[src/rtl/dma_ag_pkg.sv]
package dma_ag_pkg;
    typedef enum logic {
        ST_IDLE,
        ST_RUN
    } ag_state_e;

    typedef enum logic [1:0] {
        STEP_NONE,
        STEP_ELEM,
        STEP_FRAME
    } ag_step_e;
endpackage

[src/rtl/dma_ag_idx_regs.sv]
module dma_ag_idx_regs #(
    parameter int WORD_W  = 32,
    parameter int OFF_W   = 13,
    parameter int DST_LSB = 16
) (
    input  logic              clk,
    input  logic              rst,
    input  logic              priv,
    input  logic              we,
    input  logic              sel,
    input  logic [WORD_W-1:0] wdata,
    output logic [OFF_W-1:0]  src_elem,
    output logic [OFF_W-1:0]  dst_elem,
    output logic [OFF_W-1:0]  src_frame,
    output logic [OFF_W-1:0]  dst_frame,
    output logic [WORD_W-1:0] rdata
);
    localparam int NWORDS = 2;

    logic [OFF_W-1:0] src_q [NWORDS];
    logic [OFF_W-1:0] dst_q [NWORDS];

    for (genvar g = 0; g < NWORDS; g++) begin : g_word
        always_ff @(posedge clk) begin
            if (rst) begin
                src_q[g] <= '0;
                dst_q[g] <= '0;
            end else if (we && priv && (sel == 1'(g))) begin
                src_q[g] <= wdata[OFF_W-1:0];
                dst_q[g] <= wdata[DST_LSB +: OFF_W];
            end
        end
    end

    assign src_elem  = src_q[0];
    assign dst_elem  = dst_q[0];
    assign src_frame = src_q[1];
    assign dst_frame = dst_q[1];

    always_comb begin
        rdata                    = '0;
        rdata[OFF_W-1:0]         = src_q[sel];
        rdata[DST_LSB +: OFF_W]  = dst_q[sel];
    end
endmodule

[src/rtl/dma_ag_ctrl.sv]
module dma_ag_ctrl
    import dma_ag_pkg::*;
#(
    parameter int CNT_W = 16
) (
    input  logic             clk,
    input  logic             rst,
    input  logic             start,
    input  logic [CNT_W-1:0] elem_count,
    input  logic [CNT_W-1:0] frame_count,
    input  logic             xfer,
    output ag_step_e         step,
    output logic [CNT_W-1:0] elem_left,
    output logic [CNT_W-1:0] frame_left,
    output logic             active,
    output logic             done
);
    localparam logic [CNT_W-1:0] ONE = CNT_W'(1);

    ag_state_e        state_q, state_d;
    logic [CNT_W-1:0] elem_q, frame_q, reload_q;
    logic             done_q, last;

    always_comb begin
        step = STEP_NONE;
        last = 1'b0;
        if (state_q == ST_RUN && xfer && !start) begin
            if (elem_q == ONE) begin
                if (frame_q == ONE) last = 1'b1;
                else                step = STEP_FRAME;
            end else begin
                step = STEP_ELEM;
            end
        end
        state_d = state_q;
        unique case (state_q)
            ST_IDLE: if (start) state_d = ST_RUN;
            ST_RUN:  if (start) state_d = ST_RUN;
                     else if (last) state_d = ST_IDLE;
            default: state_d = ST_IDLE;
        endcase
    end

    always_ff @(posedge clk) begin
        if (rst) state_q <= ST_IDLE;
        else     state_q <= state_d;
    end

    always_ff @(posedge clk) begin
        if (rst) begin
            elem_q   <= '0;
            frame_q  <= '0;
            reload_q <= '0;
            done_q   <= 1'b0;
        end else begin
            done_q <= last;
            if (start) begin
                elem_q   <= elem_count;
                frame_q  <= frame_count;
                reload_q <= elem_count;
            end else begin
                unique case (step)
                    STEP_ELEM:  elem_q <= elem_q - ONE;
                    STEP_FRAME: begin
                        elem_q  <= reload_q;
                        frame_q <= frame_q - ONE;
                    end
                    default: ;
                endcase
            end
        end
    end

    assign elem_left  = elem_q;
    assign frame_left = frame_q;
    assign active     = (state_q == ST_RUN);
    assign done       = done_q;
endmodule

[src/rtl/dma_ag_addr_lane.sv]
module dma_ag_addr_lane
    import dma_ag_pkg::*;
#(
    parameter int ADDR_W = 32,
    parameter int OFF_W  = 13
) (
    input  logic              clk,
    input  logic              rst,
    input  logic              load,
    input  logic [ADDR_W-1:0] start_addr,
    input  ag_step_e          step,
    input  logic [OFF_W-1:0]  off_elem,
    input  logic [OFF_W-1:0]  off_frame,
    output logic [ADDR_W-1:0] addr
);
    localparam int PAD = ADDR_W - OFF_W;

    logic [ADDR_W-1:0] addr_q;

    always_ff @(posedge clk) begin
        if (rst) begin
            addr_q <= '0;
        end else if (load) begin
            addr_q <= start_addr;
        end else begin
            unique case (step)
                STEP_ELEM:  addr_q <= addr_q + {{PAD{1'b0}}, off_elem};
                STEP_FRAME: addr_q <= addr_q + {{PAD{1'b0}}, off_frame};
                default: ;
            endcase
        end
    end

    assign addr = addr_q;
endmodule

[src/rtl/dma_addr_gen.sv]
module dma_addr_gen
    import dma_ag_pkg::*;
#(
    parameter int ADDR_W  = 32,
    parameter int WORD_W  = 32,
    parameter int OFF_W   = 13,
    parameter int DST_LSB = 16,
    parameter int CNT_W   = 16
) (
    input  logic              clk,
    input  logic              rst,
    input  logic              priv,
    input  logic              reg_we,
    input  logic              reg_sel,
    input  logic [WORD_W-1:0] reg_wdata,
    output logic [WORD_W-1:0] reg_rdata,
    input  logic              start,
    input  logic [ADDR_W-1:0] start_src,
    input  logic [ADDR_W-1:0] start_dst,
    input  logic [CNT_W-1:0]  elem_count,
    input  logic [CNT_W-1:0]  frame_count,
    input  logic              xfer,
    output logic [ADDR_W-1:0] src_addr,
    output logic [ADDR_W-1:0] dst_addr,
    output logic [CNT_W-1:0]  elem_left,
    output logic [CNT_W-1:0]  frame_left,
    output logic              active,
    output logic              done
);
    localparam int NLANES = 2;

    logic [OFF_W-1:0]  src_e, dst_e, src_f, dst_f;
    ag_step_e          step;
    logic [ADDR_W-1:0] lane_start [NLANES];
    logic [OFF_W-1:0]  lane_oe    [NLANES];
    logic [OFF_W-1:0]  lane_of    [NLANES];
    logic [ADDR_W-1:0] lane_addr  [NLANES];

    dma_ag_idx_regs #(.WORD_W(WORD_W), .OFF_W(OFF_W), .DST_LSB(DST_LSB)) u_regs (
        .clk(clk), .rst(rst), .priv(priv), .we(reg_we), .sel(reg_sel),
        .wdata(reg_wdata), .src_elem(src_e), .dst_elem(dst_e),
        .src_frame(src_f), .dst_frame(dst_f), .rdata(reg_rdata)
    );

    dma_ag_ctrl #(.CNT_W(CNT_W)) u_ctrl (
        .clk(clk), .rst(rst), .start(start), .elem_count(elem_count),
        .frame_count(frame_count), .xfer(xfer), .step(step),
        .elem_left(elem_left), .frame_left(frame_left),
        .active(active), .done(done)
    );

    assign lane_start[0] = start_src;
    assign lane_start[1] = start_dst;
    assign lane_oe[0]    = src_e;
    assign lane_oe[1]    = dst_e;
    assign lane_of[0]    = src_f;
    assign lane_of[1]    = dst_f;

    for (genvar l = 0; l < NLANES; l++) begin : g_lane
        dma_ag_addr_lane #(.ADDR_W(ADDR_W), .OFF_W(OFF_W)) u_lane (
            .clk(clk), .rst(rst), .load(start), .start_addr(lane_start[l]),
            .step(step), .off_elem(lane_oe[l]), .off_frame(lane_of[l]),
            .addr(lane_addr[l])
        );
    end

    assign src_addr = lane_addr[0];
    assign dst_addr = lane_addr[1];
endmodule

[config.mk]
export PLATFORM = sky130hd
export DESIGN_NAME = dma_addr_gen
export DESIGN_NICKNAME = d
export VERILOG_FILES = /design/src/rtl/dma_ag_pkg.sv /design/src/rtl/dma_ag_idx_regs.sv /design/src/rtl/dma_ag_ctrl.sv /design/src/rtl/dma_ag_addr_lane.sv /design/src/rtl/dma_addr_gen.sv
export SDC_FILE = /design/constraint.sdc
export NUM_CORES = 1
export LEC_CHECK = 0
export BUFFER_PORTS_ARGS = -buffer_cell sky130_fd_sc_hd__buf_2
export CAP_MARGIN = 20
export CORE_MARGIN = 5
export CORE_UTILIZATION = 51
export CTS_BUF_LIST = sky130_fd_sc_hd__clkbuf_16
export CTS_CLUSTER_SIZE = 12
export DETAILED_ROUTE_END_ITERATION = 8
export GPL_TIMING_DRIVEN = 0
export HOLD_SLACK_MARGIN = 0.05
export PLACE_DENSITY = 0.89
export SLEW_MARGIN = 10
export SYNTH_ARGS = -nofsm -noshare
export SYNTH_HDL_FRONTEND = slang
export SYNTH_HIERARCHICAL = 1
export SYNTH_SLANG_ARGS = --single-unit
[constraint.sdc]
create_clock -name clk -period 10.05 [get_ports clk]
set_input_delay 0.5025 -clock clk [delete_from_list [all_inputs] [get_ports clk]]
set_output_delay 0.5025 -clock clk [all_outputs]
set_load 0.01 [all_outputs]
==> Yosys cells after proc, flatten, opt, wreduce, memory -nomap -nowiden <==
Memory sizes are Yosys's and may differ from the RTL's.
Index checks and enable logic that the tools add are counted.
{ "word_totals": {"register_bits": 114, "mem_bits_rw": 52, "inputBits": 135, "elab_cells": 63, "memories": 2} }
{ "op_classes": {"add_sub_neg": 6, "eq_ne": 4, "mux": 30, "bitwise": 6, "reduce_logical": 8} }
{ "memory_table": {"columns": ["memory", "words", "word_bits", "read_ports", "rd_ports_with_merged_regs", "write_ports", "line_no", "source"], "rows": [
  ["u_regs.dst_q", 2, 13, 3, 0, 2, "dma_ag_idx_regs.sv:21", "logic [OFF_W-1:0] dst_q [NWORDS];"],
  ["u_regs.src_q", 2, 13, 3, 0, 2, "dma_ag_idx_regs.sv:20", "logic [OFF_W-1:0] src_q [NWORDS];"]
]} }
{ "ops": {"columns": ["op", "count"], "rows": [
  ["$add 32x13->32", 4],
  ["$pmux 32 s2", 2],
  ["$mux 32", 2],
  ["$mux 13", 4],
  ["$mux 16", 3],
  ["$eq 16x1->1 const B", 2],
  ["$pmux 16 s2", 1],
  ["$sub 16x1->16 const B", 2],
  ["$mux 1", 14],
  ["$mux 2", 3],
  ["$logic_and 1x1->1", 5],
  ["$or 1x1->1", 4],
  ["$reduce_bool 3->1", 1],
  ["$eq 2x1->1 const B", 1],
  ["$eq 2x2->1 const B", 1],
  ["$not 1->1", 2],
  ["$pmux 1 s2", 1],
  ["$reduce_bool 2->1", 1],
  ["$logic_not 1->1", 1]
]} }

==> Longest topological paths before layout <==
{ "depth": {"ltp_word": 7, "ltp_mapped": 20} }

==> Modules after synthesis <==
The synthesis kept the hierarchy.
{ "modules_own_cells": {"columns": ["module", "instances", "cells_per_inst", "area_each_um2"], "rows": [
  ["dma_ag_addr_lane", 2, 332, 2582.5],
  ["dma_ag_ctrl", 1, 347, 2830.2],
  ["dma_ag_idx_regs", 1, 155, 2368.5]
]} }

==> Least setup slack after synthesis <==
OpenSTA, ideal clock, no wires.
{ "synth_path": {"kind": "register to register", "startpoint": "reg u_ctrl.elem_q[6] (netlist: u_ctrl/elem_left[6])", "endpoint": "reg g_lane[0].u_lane.addr_q[12]", "arrival_ns": 4.626, "required_time_ns": 9.955, "setup_slack_ns": 5.328, "stages_incl_launch_ff": 18, "path_buffers": 4, "synth_period_minus_slack_ns": 4.722, "cell_sequence": "dfxtp_1 > buf_4 > or4_1 > or4_4 > buf_6 > nand2_2 > inv_1 > buf_2 > nand2b_1 > buf_1 > mux2_2 > ha_1 > a21o_1 > o2bb2ai_1 > or2_2 > a21oi_1 > mux2_2 > a221oi_1"} }
{ "synth_between": {"elab_chain_cells": 6, "word_cells_on_any_way": 8} }
{ "synth_rtl": {"columns": ["element", "line_no", "source"], "rows": [
  ["start, declared", "dma_ag_ctrl.sv:21", "logic [CNT_W-1:0] elem_q, frame_q, reload_q;"],
  ["start signal, assigned", "dma_ag_ctrl.sv:58", "elem_q <= elem_count;"],
  ["start signal, assigned", "dma_ag_ctrl.sv:63", "STEP_ELEM: elem_q <= elem_q - ONE;"],
  ["start signal, assigned", "dma_ag_ctrl.sv:65", "elem_q <= reload_q;"],
  ["$eq 16x1->1 *", "dma_ag_ctrl.sv:28", "if (elem_q == ONE) begin"],
  ["$mux 2 *", "dma_ag_ctrl.sv:28", null],
  ["$mux 2 *", "dma_ag_ctrl.sv:27", "if (state_q == ST_RUN && xfer && !start) begin"],
  ["net step[0]", "dma_addr_gen.sv:33", "ag_step_e step;"],
  ["$eq 2x2->1 / $eq 2x1->1 (equally long branches)", "dma_ag_addr_lane.sv:26", "unique case (step)"],
  ["$pmux 32 s2", "dma_ag_addr_lane.sv:26", null],
  ["$mux 32", "dma_ag_addr_lane.sv:23", "end else if (load) begin"],
  ["end signal, assigned", "dma_ag_addr_lane.sv:24", "addr_q <= start_addr;"],
  ["end signal, assigned", "dma_ag_addr_lane.sv:27", "STEP_ELEM: addr_q <= addr_q + {{PAD{1'b0}}, off_elem};"],
  ["end signal, assigned", "dma_ag_addr_lane.sv:28", "STEP_FRAME: addr_q <= addr_q + {{PAD{1'b0}}, off_frame};"],
  ["end, declared", "dma_ag_addr_lane.sv:18", "logic [ADDR_W-1:0] addr_q;"]
]} }
Mark *: on every way through the listed nets, which the timed path passes. The rest lies on a longest branch.
A chain may end at the register's enable or synchronous reset.

==> Worst setup path in the final report <==
{ "layout_path": {"startpoint": "reg u_ctrl.elem_q[7] (netlist: u_ctrl/elem_left[7])", "endpoint": "reg g_lane[0].u_lane.addr_q[26]"} }
The elaborated chain is that of the path after synthesis.

==> metrics.md <==
| Metric | Value |
|---|---|
| Dpl cell area | `12,000 µm²` |
| Hold buffers post-CTS | `0` |
| Die X | `between 150 and 200 µm` |
| CP startpoint kind | `register` |
| CTS Buffer Depth | `2` |
| HPWL Detailed | `roughly 26,000 µm` |
| Initial DRC Count | `around 1,300` |
| Post-synth top area cell | `dfxtp_1` |
| Share of cells above drive strength 1 | `27.9%` |
| Status | `finished clean` |
| Post-Synthesis Cell Area | `10,400 µm²` |
| Remaining Overflow, GRT | `0` |
| Layout filler cell count | `approximately 1,700` |
| Psw | `0.570 mW` |
| Layout net count | `~1,600` |
| Data arrival time of the worst path | `6.16 ns` |
| Post-synthesis cell count | `1,166` |
| Final worst-path cycle share | `between 50% and 60%` |
| Via count | `approximately 11,000` |
| Post-placement setup slack | `4.46 ns` |
| H-tree depth | `4` |
| Sequential element share of the synthesized area | `37.1%` |
| Syn Area/Cell | `between 8 and 9 µm²` |
| Hold path endpoint | `g_lane[0].u_lane/addr[2]` |
| Power per Cell Area | `about 150 nW/µm²` |
| R2r setup slk | `approximately 4.2 ns` |
| Worst-Skew Late Latency | `about 0.43 ns` |
| Worst R2R End | `g_lane[0].u_lane/addr[26]` |
| EDFF count, synth | `52` |
| Port-buffer cells | `between 200 and 300` |
| Worst Hold Launch | `start_src[2]` |
| Worst Slack Setup Final | `4.23 ns` |
| Fmax | `0.172 GHz` |
| Worst hold path depth | `3` |
| Yosys cell types | `80` |
| Number of global-route vias before repair | `10,600` |
| Global Route Usage Sum | `about 28%` |
| Req. time, crit path | `just over 10 ns` |
| Setup Buffers After CTS | `0` |
| Total Die Area | `about 23,000 µm²` |
| Antenna violations before repair | `5` |
| Crit path top cell by count | `buf_2` |
| Area growth, synth to finish | `21.8%` |
| Largest net degree at the start of global routing | `27` |
| R2R cell count | `16` |
| Placed Instances | `1,692` |
| RSZ-0062 raised after global routing | `false` |
| Worst path buffer plus inverter count | `4` |
| Die Y | `about 150 µm` |
| Met3 routed WL | `3740 µm` |
| MaxCap Viol Count | `0` |
| Ys Warns | `6` |
| Max layer used | `met5` |
| Clock power share | `between 30 and 40%` |
| Final Util | `between 60 and 70%` |
| Worst setup EP type | `register` |
| First-pass GRT wire length | `about 54,000 µm` |
| Final Instance Count excl. Fillers | `approximately 1,700` |
| Yosys top cell area share | `approximately 22%` |
| Main area contributors after synthesis | `dfxtp_1, edfxtp_1, mux2_2, and3_1, a21oi_1` |
| Clock-pin slew on the worst setup and hold paths | `approximately 0.070 ns` |
| Post-route minimum period | `5.82 ns` |
| VDD IR max | `0.113 mV` |
| Worst r2r src | `u_ctrl/elem_left[7]` |
| Sequential share of power | `between 40% and 50%` |
| Critical Path, Cell by Cell | `nor3_1 > nand4_1 > nor3_2 > buf_2 > nand2b_1 > buf_1 > mux2_2 > ha_1 > buf_2 > nand3_1 > a211oi_2 > o21ai_1 > o22ai_2 > buf_2 > a211oi_1 > a2111oi_2` |
| Post-synthesis register bit count | `between 150 and 200` |
| Final slew viol count | `0` |
| Final hold vios | `0` |
| Cell family with most CP delay | `simple AND/OR/NAND/NOR gates` |
| Remaining DRCs | `0` |
| Root Driver | `clkbuf_16` |
| First-pass DRT Iterations | `7` |
| Drt wl/cell | `~20 µm` |
| Slew margin rel. | `roughly 44%` |
| Setup_tns | `0 ns` |
| Clk sinks | `roughly 170` |
| Final setup viols | `0` |
| Synth Flop Type | `dfxtp_1` |
| Net Sw Frac | `31.0%` |
| CTS tree | `done` |
| Combinational share of power | `roughly a fifth` |
| Max stage delay on crit path | `roughly 0.7 ns` |
| HP Class | `input port to register` |
| DR WL met2 | `approximately 16,000 µm` |
| Critical path class | `register to register` |
| Final Cell Area | `~13,000 µm²` |
| Slowest cell on crit path | `nor3_1` |
| Int Power | `around 1.3 mW` |
| Vias/cell | `between 6 and 7` |
| M1 WL | `approximately 13,000 µm` |
| WL final | `between 30,000 and 40,000 µm` |
| Initial Util | `between 50% and 60%` |
| Async S/R FF share, synth | `0%` |
| Core area | `just over 20,000 µm²` |
| Clock skew | `between 0.015 and 0.02 ns` |
| P_leak | `about 5.5 nW` |
| Max FO, Critical Path | `15` |
| # IOs | `between 200 and 300` |
| Num CTS Buffers | `17` |
| DRT antenna net count | `0` |
| Worst-Margin Slew | `roughly 0.83 ns` |
| Site Rows | `between 50 and 60` |
| Gpl congestion | `~1` |
| PostCTS Resize Cnt | `0` |
## cell type report
cell class                 count  area [µm²]  share of cell area (%)
clock inverter                15         168                    1.33
clock buffer                  17         425                    3.37
buffer                        79         407                    3.22
antenna                        3        7.51                  0.0595
inverter                      59         221                    1.75
multi-input combinational    867        5910                    46.8
tap                          270         338                    2.68
timing repair buffer         254        1300                    10.3
sequential                   166        3840                    30.4
## power by group through the flow
stage	Sequential (mW)	Clock, mW	Combinational [mW]
floorplan	0.797	0	0.227
global placement	0.793	0	0.361
detailed placement	0.796	0	0.370
CTS	0.781	0.675	0.373
global route	0.789	0.709	0.416
finish	0.783	0.671	0.385
## through the flow
| stage | hold WS [ns] | power, mW |
|---|---|---|
| 2_1_floorplan | 0.440 | 1.02 |
| 3_3_place_gp | 0.448 | 1.15 |
| 3_5_place_dp | 0.454 | 1.17 |
| 4_1_cts | 0.296 | 1.83 |
| 5_1_grt | 0.313 | 1.91 |
| 6_report | 0.311 | 1.84 |
## worst min-delay path: stages
cell	delay, ns
buf_2	0.07
o21ai_0	0.06
nor2_1	0.07
## sequential cells by signal, summed over array words and instances (netlist names)
signal,cells
u_ctrl/elem_left,16
u_ctrl/active,1
g_lane.u_lane/addr,64
u_regs/src_q,26
u_ctrl/frame_left,16
u_ctrl/done,1
u_ctrl/reload_q,16
u_regs/dst_q,26
## synth_stat cells, types with 10 or more instances
library cell  instances
and3_1               67
dfxtp_1             114
o211ai_1             14
a311oi_1             28
clkbuf_1             41
buf_2                11
xor2_1               10
nand2_1              89
edfxtp_1             52
a21o_1               22
or4_1                13
o21ai_0              27
a221oi_1             19
ha_1                 30
a2111oi_0            12
nand2b_1             10
nor4_1               16
nand3_1              43
a211oi_1             11
nor3_1               26
inv_1                59
a21oi_1              80
or3_1                18
nand4_1              23
mux2_2               55
nor2_1               86
and4_1               12
## layout by cell type, fill, tap and decap left out, drive strengths merged, types with 18 or more instances in the layout
| cell | n |
|---|---|
| buf | 289 |
| dfxtp | 114 |
| nand2 | 90 |
| nor2 | 88 |
| a21oi | 80 |
| and3 | 67 |
| inv | 65 |
| clkbuf | 61 |
| mux2 | 55 |
| edfxtp | 52 |
| nand3 | 43 |
| o21ai | 33 |
| ha | 30 |
| a311oi | 28 |
| nor3 | 28 |
| a21o | 24 |
| nand4 | 23 |
| a2111oi | 20 |
| a221oi | 19 |
| or3 | 18 |
## routing by layer
layer	up-vias	GRT usage (%)
met3	139	6.11
met1	5081	36.0
met5	-	0
met2	767	45.4
li1	4990	-
met4	6	12.0
## worst max path at each step
stage                                   start                         to  slack (ns)  cells after the start
final                     u_ctrl/elem_left[7]  g_lane[0].u_lane/addr[26]        4.23                     16
after global routing      u_ctrl/elem_left[7]  g_lane[0].u_lane/addr[20]        4.01                     15
after CTS                 u_ctrl/elem_left[7]  g_lane[0].u_lane/addr[26]        4.43                     16
after detailed placement  u_ctrl/elem_left[7]  g_lane[0].u_lane/addr[26]        4.46                     16
after global placement                  start  g_lane[0].u_lane/addr[18]        4.57                     16
after floorplan           u_ctrl/elem_left[6]  g_lane[0].u_lane/addr[12]        5.33                     17
## cell families after synthesis
logic type               share of synthesized area (%)
AND/OR/NAND/NOR                                   22.8
AO/OA/AOI/OAI                                     21.3
flip-flops                                        37.1
buffers and inverters                             6.06
multiplexers                                      6.85
adder cells (fa/ha/maj)                           4.01
XOR/XNOR                                          1.84
other                                           0.0362
No activity file was read; power rests on OpenSTA's default activity.
